## src/rtl/spi_clk_divider_pkg.sv

```systemverilog
package spi_clk_divider_pkg;
  // Control-to-datapath strobes
  typedef struct packed {
    logic hold;    // divider idle, outputs low
    logic reload;  // register written, restart phase
  } divStrobe_t;
endpackage

```

## src/rtl/spi_clk_div_ctrl.sv

```systemverilog
module spi_clk_div_ctrl
  import spi_clk_divider_pkg::*;
#(
  parameter int ADDR_W     = 8,
  parameter int DATA_W     = 32,
  parameter int REG_OFFSET = 'h1C,
  parameter int LIN_W      = 8,
  parameter int EXP_W      = 4,
  parameter int EXP_LSB    = 8,
  parameter int SEL_BIT    = 12
) (
  input  logic              clk,
  input  logic              rstN,
  input  logic              coreEnable,
  input  logic              regWrEn,
  input  logic [ADDR_W-1:0] regAddr,
  input  logic [DATA_W-1:0] regWrData,
  output divStrobe_t        strobe,
  output logic              linSel,
  output logic [LIN_W-1:0]  linDiv,
  output logic [EXP_W-1:0]  expDiv
);
  localparam logic [DATA_W-1:0] LIN_MASK  = DATA_W'((1 << LIN_W) - 1);
  localparam logic [DATA_W-1:0] EXP_MASK  = DATA_W'(((1 << EXP_W) - 1) << EXP_LSB);
  localparam logic [DATA_W-1:0] SEL_MASK  = DATA_W'(1) << SEL_BIT;
  localparam logic [DATA_W-1:0] USED_MASK = LIN_MASK | EXP_MASK | SEL_MASK;

  logic regHit;
  logic unusedWrBits;

  assign regHit       = regWrEn && (regAddr == ADDR_W'(REG_OFFSET));
  assign unusedWrBits = ^(regWrData & ~USED_MASK);

  always_ff @(posedge clk or negedge rstN) begin
    if (!rstN) begin
      linSel <= 1'b0;
      linDiv <= '0;
      expDiv <= '0;
    end else if (regHit) begin
      linSel <= regWrData[SEL_BIT];
      linDiv <= regWrData[LIN_W-1:0];
      expDiv <= regWrData[EXP_LSB +: EXP_W];
    end
  end

  always_comb begin
    strobe.hold   = !coreEnable;
    strobe.reload = regHit;
  end


  cfg_hold_chk: assert property (@(posedge clk) disable iff (!rstN)
    !regWrEn |=> ($stable(linSel) && $stable(linDiv) && $stable(expDiv)));
endmodule

```

## src/rtl/spi_clk_div_datapath.sv

```systemverilog
module spi_clk_div_datapath
  import spi_clk_divider_pkg::*;
#(
  parameter int LIN_W = 8,
  parameter int EXP_W = 4
) (
  input  logic             clk,
  input  logic             rstN,
  input  divStrobe_t       strobe,
  input  logic             linSel,
  input  logic [LIN_W-1:0] linDiv,
  input  logic [EXP_W-1:0] expDiv,
  output logic             tickQ,
  output logic             sclkQ
);
  localparam int EXP_SPAN = 1 << EXP_W;
  localparam int CNT_W    = (EXP_SPAN > LIN_W) ? EXP_SPAN : LIN_W;

  logic [CNT_W-1:0] cnt;
  logic [CNT_W-1:0] limit;
  logic             atLimit;

  // Terminal count: N for linear, 2^N - 1 for power-of-two
  always_comb begin
    if (linSel) limit = CNT_W'(linDiv);
    else        limit = (CNT_W'(1) << expDiv) - CNT_W'(1);
  end

  assign atLimit = (cnt == limit);

  always_ff @(posedge clk or negedge rstN) begin
    if (!rstN) begin
      cnt   <= '0;
      tickQ <= 1'b0;
      sclkQ <= 1'b0;
    end else if (strobe.hold || strobe.reload) begin
      cnt   <= '0;
      tickQ <= 1'b0;
      sclkQ <= 1'b0;
    end else if (atLimit) begin
      cnt   <= '0;
      tickQ <= 1'b1;
      sclkQ <= !sclkQ;
    end else begin
      cnt   <= cnt + CNT_W'(1);
      tickQ <= 1'b0;
    end
  end

  // Independent spacing monitor: edges since the last restart or tick
  logic [CNT_W:0] gapCnt;
  always_ff @(posedge clk or negedge rstN) begin
    if (!rstN)                              gapCnt <= '0;
    else if (strobe.hold || strobe.reload)  gapCnt <= '0;
    else if (tickQ)                         gapCnt <= (CNT_W+1)'(1);
    else if (gapCnt != '1)                  gapCnt <= gapCnt + (CNT_W+1)'(1);
  end

  // R3 (and R4): tick spacing equals the selected period
  tick_gap_chk: assert property (@(posedge clk) disable iff (!rstN)
    (tickQ && !$past(strobe.hold)) |-> (gapCnt == ({1'b0, limit} + (CNT_W+1)'(1)) || gapCnt == ({1'b0, limit} + (CNT_W+1)'(2))));


  cnt_bound_chk: assert property (@(posedge clk) disable iff (!rstN)
    $stable(limit) |-> (cnt <= limit));


  sclk_edge_chk: assert property (@(posedge clk) disable iff (!rstN)
    !$stable(sclkQ) |-> (tickQ || !sclkQ));


  reload_clear_chk: assert property (@(posedge clk) disable iff (!rstN)
    strobe.reload |=> (!tickQ && !sclkQ && cnt == '0));


  idle_quiet_chk: assert property (@(posedge clk) disable iff (!rstN)
    strobe.hold |=> (!tickQ && !sclkQ));
endmodule

```

## src/rtl/spi_clk_divider.sv

```systemverilog
module spi_clk_divider
  import spi_clk_divider_pkg::*;
#(
  parameter int ADDR_W     = 8,
  parameter int DATA_W     = 32,
  parameter int REG_OFFSET = 'h1C,
  parameter int LIN_W      = 8,
  parameter int EXP_W      = 4,
  parameter int EXP_LSB    = 8,
  parameter int SEL_BIT    = 12
) (
  input  logic              clk,
  input  logic              rstN,
  input  logic              coreEnable,
  input  logic              regWrEn,
  input  logic [ADDR_W-1:0] regAddr,
  input  logic [DATA_W-1:0] regWrData,
  output logic              sclkTick,
  output logic              sclkOut
);
  divStrobe_t       strobe;
  logic             linSel;
  logic [LIN_W-1:0] linDiv;
  logic [EXP_W-1:0] expDiv;

  spi_clk_div_ctrl #(
    .ADDR_W(ADDR_W), .DATA_W(DATA_W), .REG_OFFSET(REG_OFFSET),
    .LIN_W(LIN_W), .EXP_W(EXP_W), .EXP_LSB(EXP_LSB), .SEL_BIT(SEL_BIT)
  ) uCtrl (
    .clk(clk), .rstN(rstN), .coreEnable(coreEnable),
    .regWrEn(regWrEn), .regAddr(regAddr), .regWrData(regWrData),
    .strobe(strobe), .linSel(linSel), .linDiv(linDiv), .expDiv(expDiv)
  );

  spi_clk_div_datapath #(
    .LIN_W(LIN_W), .EXP_W(EXP_W)
  ) uPath (
    .clk(clk), .rstN(rstN), .strobe(strobe),
    .linSel(linSel), .linDiv(linDiv), .expDiv(expDiv),
    .tickQ(sclkTick), .sclkQ(sclkOut)
  );


  always_ff @(posedge clk) begin
    if (!rstN) begin
      reset_quiet_chk: assert (!sclkTick && !sclkOut);
    end
  end
endmodule

```

## config.mk

```make
export PLATFORM = sky130hd
export DESIGN_NAME = spi_clk_divider
export DESIGN_NICKNAME = d
export VERILOG_FILES = /design/src/rtl/spi_clk_divider_pkg.sv /design/src/rtl/spi_clk_div_ctrl.sv /design/src/rtl/spi_clk_div_datapath.sv /design/src/rtl/spi_clk_divider.sv
export SDC_FILE = /design/constraint.sdc
export NUM_CORES = 1
export LEC_CHECK = 0
export ABC_AREA = 1
export BUFFER_PORTS_ARGS = -buffer_cell sky130_fd_sc_hd__buf_4
export CAP_MARGIN = 20
export CORE_UTILIZATION = 59
export DETAILED_ROUTE_END_ITERATION = 10
export PLACE_DENSITY = 0.84
export SETUP_SLACK_MARGIN = 0.1
export SKIP_LAST_GASP = 1
export SLEW_MARGIN = 25
export SYNTH_ARGS = -nofsm -noshare
export SYNTH_HDL_FRONTEND = slang
export SYNTH_SLANG_ARGS = --single-unit
```

## constraint.sdc

```tcl
create_clock -name clk -period 3.8 [get_ports clk]
set_input_delay 0.57 -clock clk [delete_from_list [all_inputs] [get_ports clk]]
set_output_delay 0.57 -clock clk [all_outputs]
set_load 0.01 [all_outputs]
```

==> results.py, run 1 <==
metrics = {
    "critical_path": {
        "cp_arrival_ns": 2.75,
        "cp_cell_sequence": "nor2_1 -> nand2_1 -> ha_1 -> inv_1 -> nand2_1 -> nand3_1 -> nand3_1 -> inv_1 -> nand2_1 -> nor2_1 -> nand2_1 -> nor2_2 -> nand4_2 -> nand2_4 -> nor2_1",
        "worst_ep_required_time_ns": 4.00,
        "r2r-start": "uCtrl.expDiv[0]",
        "crit_path_max_fanout": 16,
        "worstSetupEndpointType": "flop",
        "path_delay_family": "simple AND/OR/NAND/NOR gates",
        "worst_path_most_repeated_cell": "nand2_1",
        "critical_path.startpoint_type": "flop",
        "max_stage_delay_ns": 0.46,
        "r2r_slack_ns": 1.25,
        "worst-setup-path-type": "reg2reg",
        "worst-r2r-cell-count": 15,
        "worstPathBufferInverterCount": 2,
        "critical_path.slowest_cell": "dfrtp_1",
        "r2r-end": "uPath.cnt[2]",
    },
    "placement": {
        "detailedPlace.worstSlack_ns": 1.31,
        "gp_congestion": 0.851,
        "hpwlAfterDp_mm": 3.50,
        "placement.io_buffers": 26,
    },
    "floorplanning": {
        "core_area_um2": 3420,
        "die_width_um": 62.6,
        "starting_density_of_the_core_pct": 63.3,
        "fp.dieH_um": 62.6,
        "fp.dieArea_um2": 3910,
        "number_of_rows_in_the_core_area": 21,
        "num_io_pins": 46,
    },
    "cells_and_area": {
        "multiInputGateArea_um2": 1210,
        "commonest_non_fill_non_tap_cell_in_the_layout": "nand2_1",
        "regArea_um2": 776,
        "finish.net_count": 374,
        "fill_cells": 324,
        "antenna_cells_inserted": 0,
        "syn2layout_area_growth_pct": 12.7,
        "drive_above_1_share_pct": 22.0,
        "final_cell_mix": "90 x nand2_1, 38 x nand3_1, 33 x inv_1",
    },
    "synthesis": {
        "synth-edff-count": 0,
        "synthesis.nets": 346,
        "netlist_instances": 300,
        "synth.top_cell.area_share_pct": 35.9,
        "synthesis.yosys.warnings": 0,
        "synthArstFlopShare_pct": 100,
        "netlist_area_um2": 2160,
        "synth_area_per_cell_um2": 7.21,
        "synth_seq_area_share_pct": 35.9,
        "synth.top_cells.by_area": "dfrtp_1 36%, nand2_1 16%, nand3_1 8.8%",
        "synth-main-ff-cell": "dfrtp_1",
        "synthDistinctLibCells": 31,
        "synthDominantAreaCellType": "dfrtp_1",
        "ys_ff_latch": 31,
    },
    "clocking": {
        "postcts_setup_bufs": 0,
        "cts_inserted_buffers": 5,
        "cts_tree": "built",
        "cts.repair.resized": 0,
        "clk_pin_slew_ns": 0.09,
        "cts_buffer_depth": 2,
        "cts-htree-levels": 2,
        "clk_latency_ns": 0.32,
        "hold_buffers": 0,
        "clk_root_buffer_cell": "clkbuf_4",
        "cts.sink_count": 31,
    },
    "sta": {
        "slew_headroom_pct": 66.4,
        "min_period_over_period_pct": 67.1,
        "finalSetupTns_ns": 0,
        "tightestPinTransition_ns": 0.504,
        "final.setup_skew_ns": 0.00822,
        "number_of_hold_slack_violations_in_the_final_timing_report": 0,
        "fmax_mhz": 392,
        "setup_repair_after_global_routing_missed_its_margin": "no",
        "slew_violations": 0,
        "timing.final.ws_setup_ns": 1.25,
        "setup_violations": 0,
        "final.min_clock_period_ns": 2.55,
    },
    "global_routing": {
        "global_route.usage.total_pct": 26.3,
        "number_of_antenna_violations_at_the_first_check_in_global_routing": 0,
        "gr-total-overflow": 0,
        "gr-usage-met3_pct": 5.66,
        "vias_in_the_first_global_route": 1906,
        "grt.busiest_layer": "met2",
        "grt_use_met2_pct": 42.8,
        "grt_start_max_net_pins": 32,
        "global_route.usage.met1_pct": 33.5,
        "wire_length_of_the_first_global_routing_pass_mm": 8.10,
    },
    "power": {
        "net_switching_power_w": 0.000276,
        "clock_power_share_pct": 23.6,
        "power.share.sequential_pct": 46.7,
        "p_int_w": 0.000533,
        "power_per_cell_area_nw_per_um2": 332,
        "comb_power_share_pct": 29.8,
        "vdd_ir_drop_max_mv": 0.240,
        "switching_share_pct": 34.2,
        "fin_total_pwr_w": 0.000809,
        "power.leakage_nw": 1.25,
    },
    "status": {
        "status": "complete, no violations",
    },
    "drt": {
        "routed_via_density": 5.13,
        "drt_wl_total_mm": 4.52,
        "initialDrtViolationCount": 125,
        "drt_first_pass_iters": 4,
        "drc_errors": 0,
        "detailroute.via_count": 1920,
        "drt.antenna.violating_nets": 0,
        "detail_route.wl_per_cell_um": 12.1,
    },
    "job": {
        "drv_cap": 0,
    },
    "min_path": {
        "hold_path_class": "in2async",
    },
}
## how the worst max path moves through the flow
stage                    startpoint             to  slack (ns)  depth (start not counted)
floorplan           uCtrl.expDiv[3]  uPath.cnt[11]        1.66                         17
global placement    uCtrl.expDiv[3]  uPath.cnt[14]        1.31                         15
detailed placement  uCtrl.expDiv[0]   uPath.cnt[1]        1.31                         15
CTS                 uCtrl.expDiv[0]   uPath.cnt[1]        1.29                         15
global route        uCtrl.expDiv[0]   uPath.cnt[2]        0.96                         15
finish              uCtrl.expDiv[0]   uPath.cnt[2]        1.25                         15
## power by group through the flow
stage	Sequential (W)	Clock, W	Combinational [W]
after floorplan	0.000378	0	0.000177
after global placement	0.000383	0	0.000234
after detailed placement	0.000384	0	0.000241
after CTS	0.000378	0.000196	0.000241
after global routing	0.000381	0.000209	0.000278
final	0.000378	0.000191	0.000241
## per-layer routing
layer	part of all wire (%)	vias to the layer above
met5	0	-
met3	3.3	7
met1	48	881
met2	47	30
met4	1.8	0
li1	-	1002
## synthesized netlist by cell type (3+ instances only)
| cell | count |
|---|---|
| nand4_1 | 8 |
| nor2_1 | 31 |
| nand2_1 | 90 |
| buf_4 | 3 |
| inv_1 | 33 |
| o21ai_0 | 5 |
| nor2_4 | 3 |
| nand3_1 | 38 |
| nor2_2 | 13 |
| mux2_2 | 13 |
| dfrtp_1 | 31 |
| xor2_1 | 10 |
## metrics by stage
step                area (µm²)  cells  util (%)  hold WS [ns]
global placement          2380    367      69.7         0.488
CTS                       2440    374      71.4         0.168
finish                    2440    374      71.4         0.151
global route              2440    374      71.4         0.183
floorplan                 2160    300         -         0.274
detailed placement        2380    367      69.7         0.491
## state kept, by name, summed over array words and instances, names as in the netlist
register and count:
uCtrl.linDiv 8, uCtrl.linSel 1, uPath.cnt 16, uCtrl.expDiv 4, uPath.sclkQ 1, uPath.tickQ 1
## layout make-up
cell class	count	share of cell area [%]
clock buffer	6	2.10
tap	46	2.36
inverter	36	5.65
sequential	31	31.8
timing repair buffer	27	8.32
multi-input combinational	227	49.5
clock inverter	1	0.205
## kinds of logic after synthesis
logic type | Yosys count | share of synthesized area, %
fa+ha+maj | 2 | 1.16
simple gates | 193 | 40.9
compound gates | 7 | 2.08
mux | 14 | 7.23
buf+inv | 42 | 8.33
xor+xnor | 11 | 4.45
flops | 31 | 35.9
No activity file was read; power rests on OpenSTA's default activity.
==> run 2, diff against run 1 <==
Settings changed: CORE_UTILIZATION 59 to 55, PLACE_DENSITY 0.84 to 0.79.
Clock period 3.8 ns to 2.5 ns, I/O delays scaled along.
==> results.py, run 2 (same netlist as run 1, synthesis figures left out) <==
metrics = {
    "power": {
        "power.leakage_nw": 1.32,
        "vdd_ir_drop_max_mv": 0.345,
        "power_per_cell_area_nw_per_um2": 546,
    },
    "critical_path": {
        "worst-r2r-cell-count": 15,
        "r2r_slack_ns": 0.23,
        "r2r-start": "uCtrl.expDiv[3]",
        "critical_path.startpoint_type": "flop",
        "crit_path_max_fanout": 8,
        "worst-setup-path-type": "reg2reg",
        "r2r-end": "uPath.cnt[11]",
        "critical_path.startpoint": "uCtrl.expDiv[3]",
        "cp_arrival_ns": 2.44,
        "worstSetupEndpointType": "flop",
        "worst_ep_required_time_ns": 2.67,
    },
    "drt": {
        "routed_via_density": 5.32,
        "detailroute.via_count": 2059,
        "initialDrtViolationCount": 109,
        "drt.antenna.violating_nets": 0,
        "detail_route.wl_per_cell_um": 13.3,
        "drt_wl_total_mm": 5.14,
        "drc_errors": 0,
        "drt_first_pass_iters": 5,
    },
    "sta": {
        "fmax_mhz": 440,
        "tightestPinTransition_ns": 0.398,
        "slew_violations": 0,
        "min_period_over_period_pct": 91.0,
        "setup_violations": 0,
        "number_of_hold_slack_violations_in_the_final_timing_report": 0,
        "setup_repair_after_global_routing_missed_its_margin": "yes",
        "finalSetupTns_ns": 0,
        "final.min_clock_period_ns": 2.27,
        "slew_headroom_pct": 73.4,
        "final.setup_skew_ns": 0.0112,
        "final.hold.worst_slack_ns": 0.00983,
    },
    "job": {
        "drv_cap": 0,
    },
    "cells_and_area": {
        "final_cell_mix": "90 x nand2_1, 37 x nand3_1, 37 x buf_4",
        "regMostFlops": "uPath.cnt",
        "multiInputGateArea_um2": 1270,
        "regArea_um2": 781,
        "fill_cells": 310,
        "commonest_non_fill_non_tap_cell_in_the_layout": "nand2_1",
        "final_core_util_pct": 70.4,
        "reg_top3": "uPath.cnt x16, uCtrl.linDiv x8, uCtrl.expDiv x4",
        "max_reg_flops": 16,
        "final_design_area_no_fill_um2": 2620,
        "finish.net_count": 385,
        "antenna_cells_inserted": 0,
        "drive_above_1_share_pct": 26.8,
        "syn2layout_area_growth_pct": 20.9,
    },
    "floorplanning": {
        "core_area_um2": 3720,
        "number_of_rows_in_the_core_area": 22,
        "die_width_um": 64.7,
        "fp.dieH_um": 64.7,
        "starting_density_of_the_core_pct": 58.2,
        "fp.dieArea_um2": 4190,
        "num_io_pins": 46,
    },
    "clocking": {
        "clk_root_buffer_cell": "clkbuf_8",
        "clk_latency_ns": 0.29,
        "clk_pin_slew_ns": 0.07,
        "cts_tree": "built",
        "cts-htree-levels": 2,
        "hold_buffers": 0,
        "cts_inserted_buffers": 5,
        "cts_buffer_depth": 2,
        "cts.sink_count": 31,
    },
    "placement": {
        "hpwlAfterDp_mm": 3.78,
        "post_dp_cell_area_um2": 2430,
        "gp_congestion": 0.855,
        "placement.io_buffers": 26,
    },
    "global_routing": {
        "wire_length_of_the_first_global_routing_pass_mm": 8.26,
        "vias_in_the_first_global_route": 1889,
        "number_of_antenna_violations_at_the_first_check_in_global_routing": 0,
        "global_route.usage.total_pct": 26.0,
        "gr-total-overflow": 0,
        "grt_start_max_net_pins": 32,
    },
    "status": {
        "status": "complete, no violations",
    },
    "min_path": {
        "hold_path_class": "in2async",
    },
}
-- run 2: cell type report --
| type | count | area share (%) |
|---|---|---|
| timing repair buffer | 37 | 10.6 |
| clock buffer | 6 | 3.16 |
| inverter | 36 | 5.26 |
| clock inverter | 1 | 0.191 |
| tap | 48 | 2.30 |
| sequential | 31 | 29.8 |
| multi-input combinational | 228 | 48.6 |
-- run 2: report_power, final --
group          switching (W)  total (W)  internal, W  leakage [nW]
Sequential         0.0000325   0.000569     0.000536         0.421
Clock               0.000183   0.000398     0.000216        0.0470
Combinational       0.000283   0.000462     0.000179         0.852
Total               0.000498    0.00143     0.000931          1.32
-- run 2: worst max-delay path, cell delays in order (launching register included) --
cell	delay (ns)
dfrtp_2	0.46
nor2_4	0.12
nand2_1	0.06
ha_1	0.29
inv_1	0.06
nand2_1	0.06
nand3_1	0.10
nand3_2	0.09
inv_1	0.06
nand2_1	0.05
nor2_1	0.11
nand2_1	0.07
nor2_2	0.15
nand4_4	0.21
nand2_8	0.20
nor2_2	0.04
-- run 2: worst max path at each step --
stage | end | slack, ns | cells past startpoint
5_1_grt | uPath.cnt[11] | 0.06 | 15
6_report | uPath.cnt[11] | 0.23 | 15
2_1_floorplan | uPath.cnt[4] | 0.36 | 17
4_1_cts | uPath.cnt[3] | 0.15 | 15
3_5_place_dp | uPath.cnt[3] | 0.18 | 15
3_3_place_gp | uPath.cnt[14] | 0.24 | 15
-- run 2: layer usage --
layer	up-vias	track usage, %	share of wire, %
met5	-	0	0
met2	55	43.8	50
met1	963	33.0	43
met3	12	4.93	4.8
li1	1029	-	-
met4	0	9.44	1.8
-- run 2: per-stage QoR --
stage / total power [W] / std cells / setup slack, ns
finish: 0.00143 / 387 / 0.226
global route: 0.00151 / 387 / 0.0573
CTS: 0.00136 / 382 / 0.152
detailed placement: 0.000963 / 375 / 0.175
global placement: 0.000948 / 375 / 0.239
floorplan: 0.000844 / 300 / 0.355
-- run 2: what timing repair did --
action | CTS | global route
setup buffers | 0 | 4
setup endpoints to repair | 0 | 16
gates resized for setup | 0 | 14
